File: src/rtl/hbw_pkg.sv
package hbw_pkg;

    typedef enum logic [2:0] {
        ST_IDLE,
        ST_CMD,
        ST_GAP,
        ST_DATA,
        ST_DONE
    } hbw_state_t;

    localparam int CA_BYTES = 6;

    // 48-bit write header: write, memory space, linear burst.
    function automatic logic [47:0] build_ca(input logic [31:0] wa);
        logic [47:0] c;
        c        = '0;
        c[47]    = 1'b0;
        c[46]    = 1'b0;
        c[45]    = 1'b1;
        c[44:16] = wa[31:3];
        c[2:0]   = wa[2:0];
        return c;
    endfunction

endpackage

File: src/rtl/hbw_ca_gen.sv
module hbw_ca_gen #(
    parameter int WA_W  = 23,
    parameter int SEL_W = 13
) (
    input  logic [WA_W-1:0]  word_addr,
    input  logic [SEL_W-1:0] sel,
    output logic [7:0]       ca_byte
);
    logic [47:0] ca;
    logic [7:0]  ca_bytes [hbw_pkg::CA_BYTES];

    assign ca = hbw_pkg::build_ca(32'(word_addr));

    for (genvar gi = 0; gi < hbw_pkg::CA_BYTES; gi++) begin : g_byte
        assign ca_bytes[gi] = ca[47-8*gi -: 8];
    end

    always_comb begin
        ca_byte = 8'h00;
        for (int i = 0; i < hbw_pkg::CA_BYTES; i++) begin
            if (sel == SEL_W'(i)) ca_byte = ca_bytes[i];
        end
    end
endmodule

File: src/rtl/hbw_edge_plan.sv
module hbw_edge_plan #(
    parameter int LEN_W = 11,
    parameter int CNT_W = 13
) (
    input  logic             start_odd,
    input  logic [LEN_W-1:0] len_m1,
    input  logic [CNT_W-1:0] idx,
    output logic [CNT_W-1:0] last_idx,
    output logic             masked
);
    logic end_even;

    // last byte address parity = start parity xor (count-1) parity
    assign end_even = ~(start_odd ^ len_m1[0]);
    assign last_idx = CNT_W'(len_m1) + CNT_W'(start_odd) + CNT_W'(end_even);
    assign masked   = ((idx == '0) && start_odd) || ((idx == last_idx) && end_even);
endmodule

File: src/rtl/hbw_edge_counter.sv
module hbw_edge_counter #(
    parameter int CNT_W = 13
) (
    input  logic             clk,
    input  logic             rst_n,
    input  logic             clear,
    input  logic             inc,
    input  logic [CNT_W-1:0] limit,
    output logic [CNT_W-1:0] cnt,
    output logic             at_limit
);
    always_ff @(posedge clk or negedge rst_n) begin
        if (!rst_n)     cnt <= '0;
        else if (clear) cnt <= '0;
        else if (inc)   cnt <= cnt + 1'b1;
    end

    assign at_limit = (cnt == limit);

    // a phase never runs past its last edge
    a_r9_count_within_phase: assert property (@(posedge clk) disable iff (!rst_n)
        inc |-> (cnt < limit));
endmodule

File: src/rtl/hbus_mask_writer.sv
module hbus_mask_writer
    import hbw_pkg::*;
#(
    parameter int ADDR_W      = 24,
    parameter int LEN_W       = 11,
    parameter int LAT_PERIODS = 12
) (
    input  logic              clk,
    input  logic              rst_n,
    input  logic              req_valid,
    output logic              req_ready,
    input  logic [ADDR_W-1:0] req_addr,
    input  logic [LEN_W-1:0]  req_len,
    input  logic              dat_valid,
    output logic              dat_ready,
    input  logic [7:0]        dat_byte,
    output logic              busy,
    output logic              bus_sel_n,
    output logic              bus_clk,
    output logic [7:0]        bus_dq,
    output logic              bus_mask,
    output logic              bus_mask_en
);
    localparam int WA_W      = ADDR_W - 1;
    localparam int GAP_EDGES = 2 * LAT_PERIODS;
    localparam int GAP_W     = $clog2(GAP_EDGES + 1);
    localparam int CNT_W     = (GAP_W > LEN_W + 2) ? GAP_W : LEN_W + 2;

    hbw_state_t       state_q, state_d;
    logic             ph_q, ph_d;
    logic [WA_W-1:0]  lat_waddr;
    logic             lat_odd;
    logic [LEN_W-1:0] lat_len;

    logic [CNT_W-1:0] cnt, limit, last_idx;
    logic             at_limit, masked_now;
    logic [7:0]       ca_byte;
    logic [WA_W-1:0]  ca_waddr;
    logic [CNT_W-1:0] ca_sel;
    logic             in_bus, strobe, setup_go, cnt_clear, cnt_inc;

    assign in_bus    = (state_q == ST_CMD) || (state_q == ST_GAP) || (state_q == ST_DATA);
    assign strobe    = in_bus && ph_q;
    assign setup_go  = in_bus && !ph_q &&
                       ((state_q != ST_DATA) || masked_now || dat_valid);
    assign cnt_clear = ((state_q == ST_IDLE) && req_valid) || (strobe && at_limit);
    assign cnt_inc   = strobe && !at_limit;

    assign req_ready = (state_q == ST_IDLE);
    assign busy      = (state_q != ST_IDLE);
    assign dat_ready = (state_q == ST_DATA) && !ph_q && !masked_now;

    assign ca_waddr  = (state_q == ST_IDLE) ? req_addr[ADDR_W-1:1] : lat_waddr;
    assign ca_sel    = (state_q == ST_IDLE) ? '0 : cnt;

    always_comb begin
        unique case (state_q)
            ST_CMD:  limit = CNT_W'(CA_BYTES - 1);
            ST_GAP:  limit = CNT_W'(GAP_EDGES - 1);
            ST_DATA: limit = last_idx;
            default: limit = '0;
        endcase
    end

    hbw_ca_gen #(.WA_W(WA_W), .SEL_W(CNT_W)) u_ca (
        .word_addr (ca_waddr),
        .sel       (ca_sel),
        .ca_byte   (ca_byte)
    );

    hbw_edge_plan #(.LEN_W(LEN_W), .CNT_W(CNT_W)) u_plan (
        .start_odd (lat_odd),
        .len_m1    (lat_len),
        .idx       (cnt),
        .last_idx  (last_idx),
        .masked    (masked_now)
    );

    hbw_edge_counter #(.CNT_W(CNT_W)) u_cnt (
        .clk      (clk),
        .rst_n    (rst_n),
        .clear    (cnt_clear),
        .inc      (cnt_inc),
        .limit    (limit),
        .cnt      (cnt),
        .at_limit (at_limit)
    );

    // next state
    always_comb begin
        state_d = state_q;
        ph_d    = ph_q;
        unique case (state_q)
            ST_IDLE: begin
                if (req_valid) begin
                    state_d = ST_CMD;
                    ph_d    = 1'b1;
                end
            end
            ST_CMD, ST_GAP, ST_DATA: begin
                if (ph_q) begin
                    ph_d = 1'b0;
                    if (at_limit) begin
                        if (state_q == ST_CMD)      state_d = ST_GAP;
                        else if (state_q == ST_GAP) state_d = ST_DATA;
                        else                        state_d = ST_DONE;
                    end
                end else if (setup_go) begin
                    ph_d = 1'b1;
                end
            end
            ST_DONE: state_d = ST_IDLE;
            default: state_d = ST_IDLE;
        endcase
    end

    // state register
    always_ff @(posedge clk or negedge rst_n) begin
        if (!rst_n) begin
            state_q <= ST_IDLE;
            ph_q    <= 1'b0;
        end else begin
            state_q <= state_d;
            ph_q    <= ph_d;
        end
    end

    // registered outputs and request capture
    always_ff @(posedge clk or negedge rst_n) begin
        if (!rst_n) begin
            bus_sel_n   <= 1'b1;
            bus_clk     <= 1'b0;
            bus_dq      <= 8'h00;
            bus_mask    <= 1'b0;
            bus_mask_en <= 1'b0;
            lat_waddr   <= '0;
            lat_odd     <= 1'b0;
            lat_len     <= '0;
        end else begin
            unique case (state_q)
                ST_IDLE: begin
                    if (req_valid) begin
                        bus_sel_n <= 1'b0;
                        bus_dq    <= ca_byte;
                        lat_waddr <= req_addr[ADDR_W-1:1];
                        lat_odd   <= req_addr[0];
                        lat_len   <= req_len;
                    end
                end
                ST_CMD, ST_GAP, ST_DATA: begin
                    if (ph_q) begin
                        bus_clk <= ~bus_clk;
                    end else if (setup_go) begin
                        if (state_q == ST_CMD) begin
                            bus_dq <= ca_byte;
                        end else if (state_q == ST_GAP) begin
                            bus_dq <= 8'h00;
                        end else begin
                            bus_dq      <= masked_now ? 8'h00 : dat_byte;
                            bus_mask    <= masked_now;
                            bus_mask_en <= 1'b1;
                        end
                    end
                end
                ST_DONE: begin
                    bus_sel_n   <= 1'b1;
                    bus_dq      <= 8'h00;
                    bus_mask    <= 1'b0;
                    bus_mask_en <= 1'b0;
                end
                default: ;
            endcase
        end
    end

    // clock parked low while deselected
    a_r2_clk_low_deselected: assert property (@(posedge clk) disable iff (!rst_n)
        bus_sel_n |-> !bus_clk);

    // select leads the first rising edge by one cycle
    a_r2_select_then_edge: assert property (@(posedge clk) disable iff (!rst_n)
        $fell(bus_sel_n) |=> bus_clk);

    // data never moves together with the clock
    a_r5_data_stable_at_edge: assert property (@(posedge clk) disable iff (!rst_n)
        !$stable(bus_clk) |-> $stable(bus_dq));

    // busy covers the whole selected window
    a_r10_busy_while_selected: assert property (@(posedge clk) disable iff (!rst_n)
        !bus_sel_n |-> busy);

    // a transaction starts only from an accepted request
    a_r1_start_from_accept: assert property (@(posedge clk) disable iff (!rst_n)
        $rose(busy) |-> $past(req_valid && req_ready));

    // interior data edges are never masked
    a_r8_interior_unmasked: assert property (@(posedge clk) disable iff (!rst_n)
        (state_q == ST_DATA && ph_q && cnt != '0 && !at_limit) |-> !bus_mask);

    // mask line driven only around the data phase
    a_r12_mask_drive_window: assert property (@(posedge clk) disable iff (!rst_n)
        bus_mask_en |-> (state_q == ST_DATA || state_q == ST_DONE));

    // a starved data slot freezes the bus
    a_r11_stall_holds_bus: assert property (@(posedge clk) disable iff (!rst_n)
        (state_q == ST_DATA && !ph_q && !masked_now && !dat_valid)
        |=> ($stable(bus_clk) && $stable(bus_dq)));
endmodule

File: config.mk
export PLATFORM = sky130hd
export DESIGN_NAME = hbus_mask_writer
export DESIGN_NICKNAME = d
export VERILOG_FILES = /design/src/rtl/hbw_pkg.sv /design/src/rtl/hbw_ca_gen.sv /design/src/rtl/hbw_edge_plan.sv /design/src/rtl/hbw_edge_counter.sv /design/src/rtl/hbus_mask_writer.sv
export SDC_FILE = /design/constraint.sdc
export NUM_CORES = 1
export LEC_CHECK = 0
export ABC_AREA = 1
export CAP_MARGIN = 20
export CORE_ASPECT_RATIO = 0.9
export CORE_UTILIZATION = 30
export CTS_CLUSTER_SIZE = 25
export DETAILED_ROUTE_END_ITERATION = 8
export PLACE_DENSITY = 0.49
export SLEW_MARGIN = 10
export SYNTH_ARGS = -nofsm -noshare
export SYNTH_HDL_FRONTEND = slang
export SYNTH_SLANG_ARGS = --single-unit
export TNS_END_PERCENT = 10
File: constraint.sdc
create_clock -name clk -period 2.37 [get_ports clk]
set_input_delay 0.237 -clock clk [delete_from_list [all_inputs] [get_ports clk]]
set_output_delay 0.237 -clock clk [all_outputs]
set_load 0.02 [all_outputs]
==> summary.md <==
| Metric | Value |
|---|---|
| Leak pwr | 2.790 nW |
| Slew Viols, Final | 0 |
| Worst EP required | 2.13 ns |
| Part of the power in the clock network | 20.5% |
| Post-route setup slack | -0.05279 ns |
| Sequential power share | 26.1% |
| Min cycle time layout | 2.423 ns |
| Largest net degree at the start of global routing | 65 |
| Max Root-Sink Buffers | 2 |
| Reg-to-Reg Start | lat_len[0]$_DFFE_PN0P_ |
| Final period util | 102.2% |
| Net Switching | 0.003151 W |
| Root Buffer | clkbuf_16 |
| Slew margin rel. | 62.45% |
| H-tree Lvls | 3 |
| Internal power | 0.003876 W |
| Initial Utilization | 30.92% |
| Clock skew | 0.007583 ns |
| CP max-delay cell | dfrtp_1 |
| Fin. Hold Viols | 0 |
| Crit. Startpoint | lat_len[0]$_DFFE_PN0P_ |
| Dpl hpwl | 9038 um |
| R2R Setup Slk | 0.01 ns |
| Failing checks | setup timing |
| Unique cell type count in the Yosys netlist | 34 |
| Crit Path Max Fanout | 3 |
| GRT Total Usage | 17.58% |
| ANT cells | 0 |
| Routed vias | 4167 |
| Post-Syn Area | 4163 sq um |
| Sum Neg Setup Slack | -0.05279 ns |
| First-pass DRT Iterations | 4 |
| Worst VDD drop | 0.0005288 V |
| Area post-placement | 5195 sq um |
| Final instance area | 5618 sq um |
| CTS Buf Count | 9 |
| Die outline height | 113.8 um |
| Slew @ Worst Pin | 0.5573 ns |
| NumNets Final | 765 |
| Global placement routability congestion | 0.8827 |
| Core area | 13460 sq um |
| Mean number of vias per cell | 4.703 |
| Warnings, synthesis | 0 |
| Initial DRC count | 197 |
| Cell Count, Final, Fillers Out | 886 |
| Synthesized flop and latch total | 64 |
| Worst-path cell chain | ha_2, ha_4, inv_2, nand2_1, nand2_1, nor2_1, nand3_1, nor2_1, nand3_1, nor2_2, nand2_2, nand2_4, nor3_4, buf_6 |
| Clock transition at path regs | 0.05 ns |
| # clock sinks | 64 |
| Switching share of power | 44.84% |
| # IOs | 62 |
| Cells after synthesis | 616 |
| Max-cap violations | 0 |
| Area Overhead vs Synth | 34.96% |
| Global-route wire length before repair | 19380 um |
| Number of remaining DRC errors | 0 |
| Fillers | 1373 |
| Worst Setup EP | dat_ready |
| RSZ-0062 raised after global routing | true |
| Min-delay worst type | input port to flip-flop |
| Routed wire length | 11780 um |
| Worst Setup End Kind | output port |
| Status | complete, but fails checks |
| Syn_nets | 668 |
| DP Cell Count | 866 |
| Crit start category | flip-flop |
| Wire per inst | 13.29 um |
| Combinational share of power | 53.4% |
| Crit Path Category | flip-flop to output port |
| TritonCTS clock tree | done |
| Final setup viols | 1 |
| FF-to-FF End | bus_dq[0]$_DFFE_PN0P_ |
| Final Util | 41.73% |
| Cell Rows | 40 |
| Later-pin clock latency in the skew report | 0.35 ns |
| PortBufs | 61 |
| DRT antenna net count | 0 |
| Vias in the first global route | 3925 |
| Share of layout cells above drive strength 1 | 13.93% |
| Grt total ovfl | 0 |
| Die area | 14350 sq um |
| Setup WS pre-CTS | -0.3174 ns |
| Die width | 126.2 um |
| Critical path's largest stage delay | 0.40 ns |
| Power Density | 1251 nW/um^2 |
| Arrival time at the worst endpoint | 2.19 ns |
| Avg Cell Area, Syn | 6.758 sq um |
| Initial antenna violation count | 0 |
| Register area share after synthesis | 38.50% |
| Max Fclk | 0.4127 GHz |
| Register-to-Register Path Depth | 18 |
## worst min-delay path by stage
stage | slack, ns | depth (start not counted) | end | from
after global routing | 0.45 | 3 | lat_len[6]$_DFFE_PN0P_ | req_len[6]
after floorplan | -0.06 | 0 | bus_clk$_DFFE_PN0P_ | rst_n
after detailed placement | 0.29 | 2 | lat_len[5]$_DFFE_PN0P_ | rst_n
final | 0.44 | 3 | lat_len[6]$_DFFE_PN0P_ | req_len[6]
after global placement | 0.29 | 2 | lat_len[6]$_DFFE_PN0P_ | rst_n
after CTS | 0.44 | 3 | lat_len[6]$_DFFE_PN0P_ | req_len[6]
## layout make-up
class / count / area (sq um) / area share, %
clock buffer: 9 / 225.2 / 4.009
sequential: 64 / 1604 / 28.55
inverter: 84 / 315.3 / 5.612
timing repair buffer: 105 / 954.7 / 16.99
clock inverter: 7 / 96.34 / 1.715
tap: 168 / 210.2 / 3.742
multi-input combinational: 449 / 2212 / 39.38
## Yosys cell counts, drive strengths merged
cell,instances,share of area (%)
buf,8,1.2
and3,1,0.15
ha,5,1.5
nand3,54,7.0
inv,83,7.5
nor3,9,1.5
a21oi,3,0.36
nand2,217,20
xor2,12,2.5
o2111ai,1,0.21
nor2,55,5.7
o211ai,2,0.36
clkbuf,11,1.1
dfrtp,63,38
nand4,17,2.6
dfstp,1,0.63
xnor2,4,0.84
o21ai,60,7.3
clkinv,1,0.090
o22ai,7,1.1
nor4,2,0.45
## worst max-delay path: cells and delay by family (launching register included)
kind	cells	cell delay (ns)
flip-flops	1	0.40
AND/OR/NAND/NOR	10	0.79
buffers and inverters	2	0.17
adder cells (fa/ha/maj)	2	0.49
## cells by family after synthesis
logic type	Yosys count	share of synthesized area, %
fa+ha+maj	5	1.503
compound gates	73	9.287
flops	64	38.50
simple gates	355	37.45
buf+inv	103	9.888
xor+xnor	16	3.366
## routing by layer
layer / track usage, % / wire [um] / up-vias
li1: - / - / 2141
met1: 24.73 / 6084 / 1908
met2: 25.97 / 4842 / 101
met3: 3.612 / 560 / 17
met4: 7.871 / 290 / 0
met5: 0 / 0 / -
## cell usage in the layout (no fill, tap or decap), types with 2 or more instances in the layout
cell,Yosys,final
nand2_1,211,208
inv_1,77,76
dfrtp_1,63,62
o21ai_0,59,59
clkdlybuf4s50_1,0,58
nand3_1,50,49
nor2_1,49,47
buf_4,2,42
nand4_1,17,17
xor2_1,12,12
clkbuf_16,0,9
inv_2,6,7
o22ai_1,7,7
nand2_2,4,6
nor3_1,7,6
nor2_2,3,5
nand3_2,4,5
nor2_4,3,3
xnor2_1,4,3
nand2_4,2,3
a21oi_1,3,3
ha_1,5,3
clkinvlp_4,0,3
nor3_4,1,2
o211ai_1,2,2
bufinv_16,0,2
## power groups by stage
stage | combinational, W | clock, W | sequential, W
floorplan | 0.00236 | 0 | 0.00184
global placement | 0.00358 | 0 | 0.00183
detailed placement | 0.00362 | 0 | 0.00183
CTS | 0.00369 | 0.00148 | 0.00183
global route | 0.00423 | 0.00153 | 0.00189
finish | 0.00376 | 0.00144 | 0.00183
## sequential cells by signal (all words and copies together) (netlist names)
| signal | cells |
|---|---|
| bus_clk | 1 |
| bus_dq | 8 |
| bus_mask | 1 |
| bus_mask_en | 1 |
| bus_sel_n | 1 |
| lat_len | 11 |
| lat_odd | 1 |
| lat_waddr | 23 |
| ph_q | 1 |
| state_q | 3 |
| u_cnt.cnt | 13 |
## per-stage QoR
step,power [W],hold slack [ns]
3_3_place_gp,0.005418,0.2861
2_1_floorplan,0.004195,-0.05859
3_5_place_dp,0.005457,0.2886
4_1_cts,0.006996,0.4364
6_report,0.007027,0.4415
5_1_grt,0.007658,0.4520
## what timing repair did
item / 4_1_cts / 5_1_grt
endpoints found under the setup margin: 9 / 15
setup buffers: 2 / 1
gates resized for setup: 12 / 11
endpoints found under the hold margin: 63 / 0
pin swaps: 1 / 7
hold buffers: 1 / 0
Note: power is estimated with default switching activity, not from simulation.
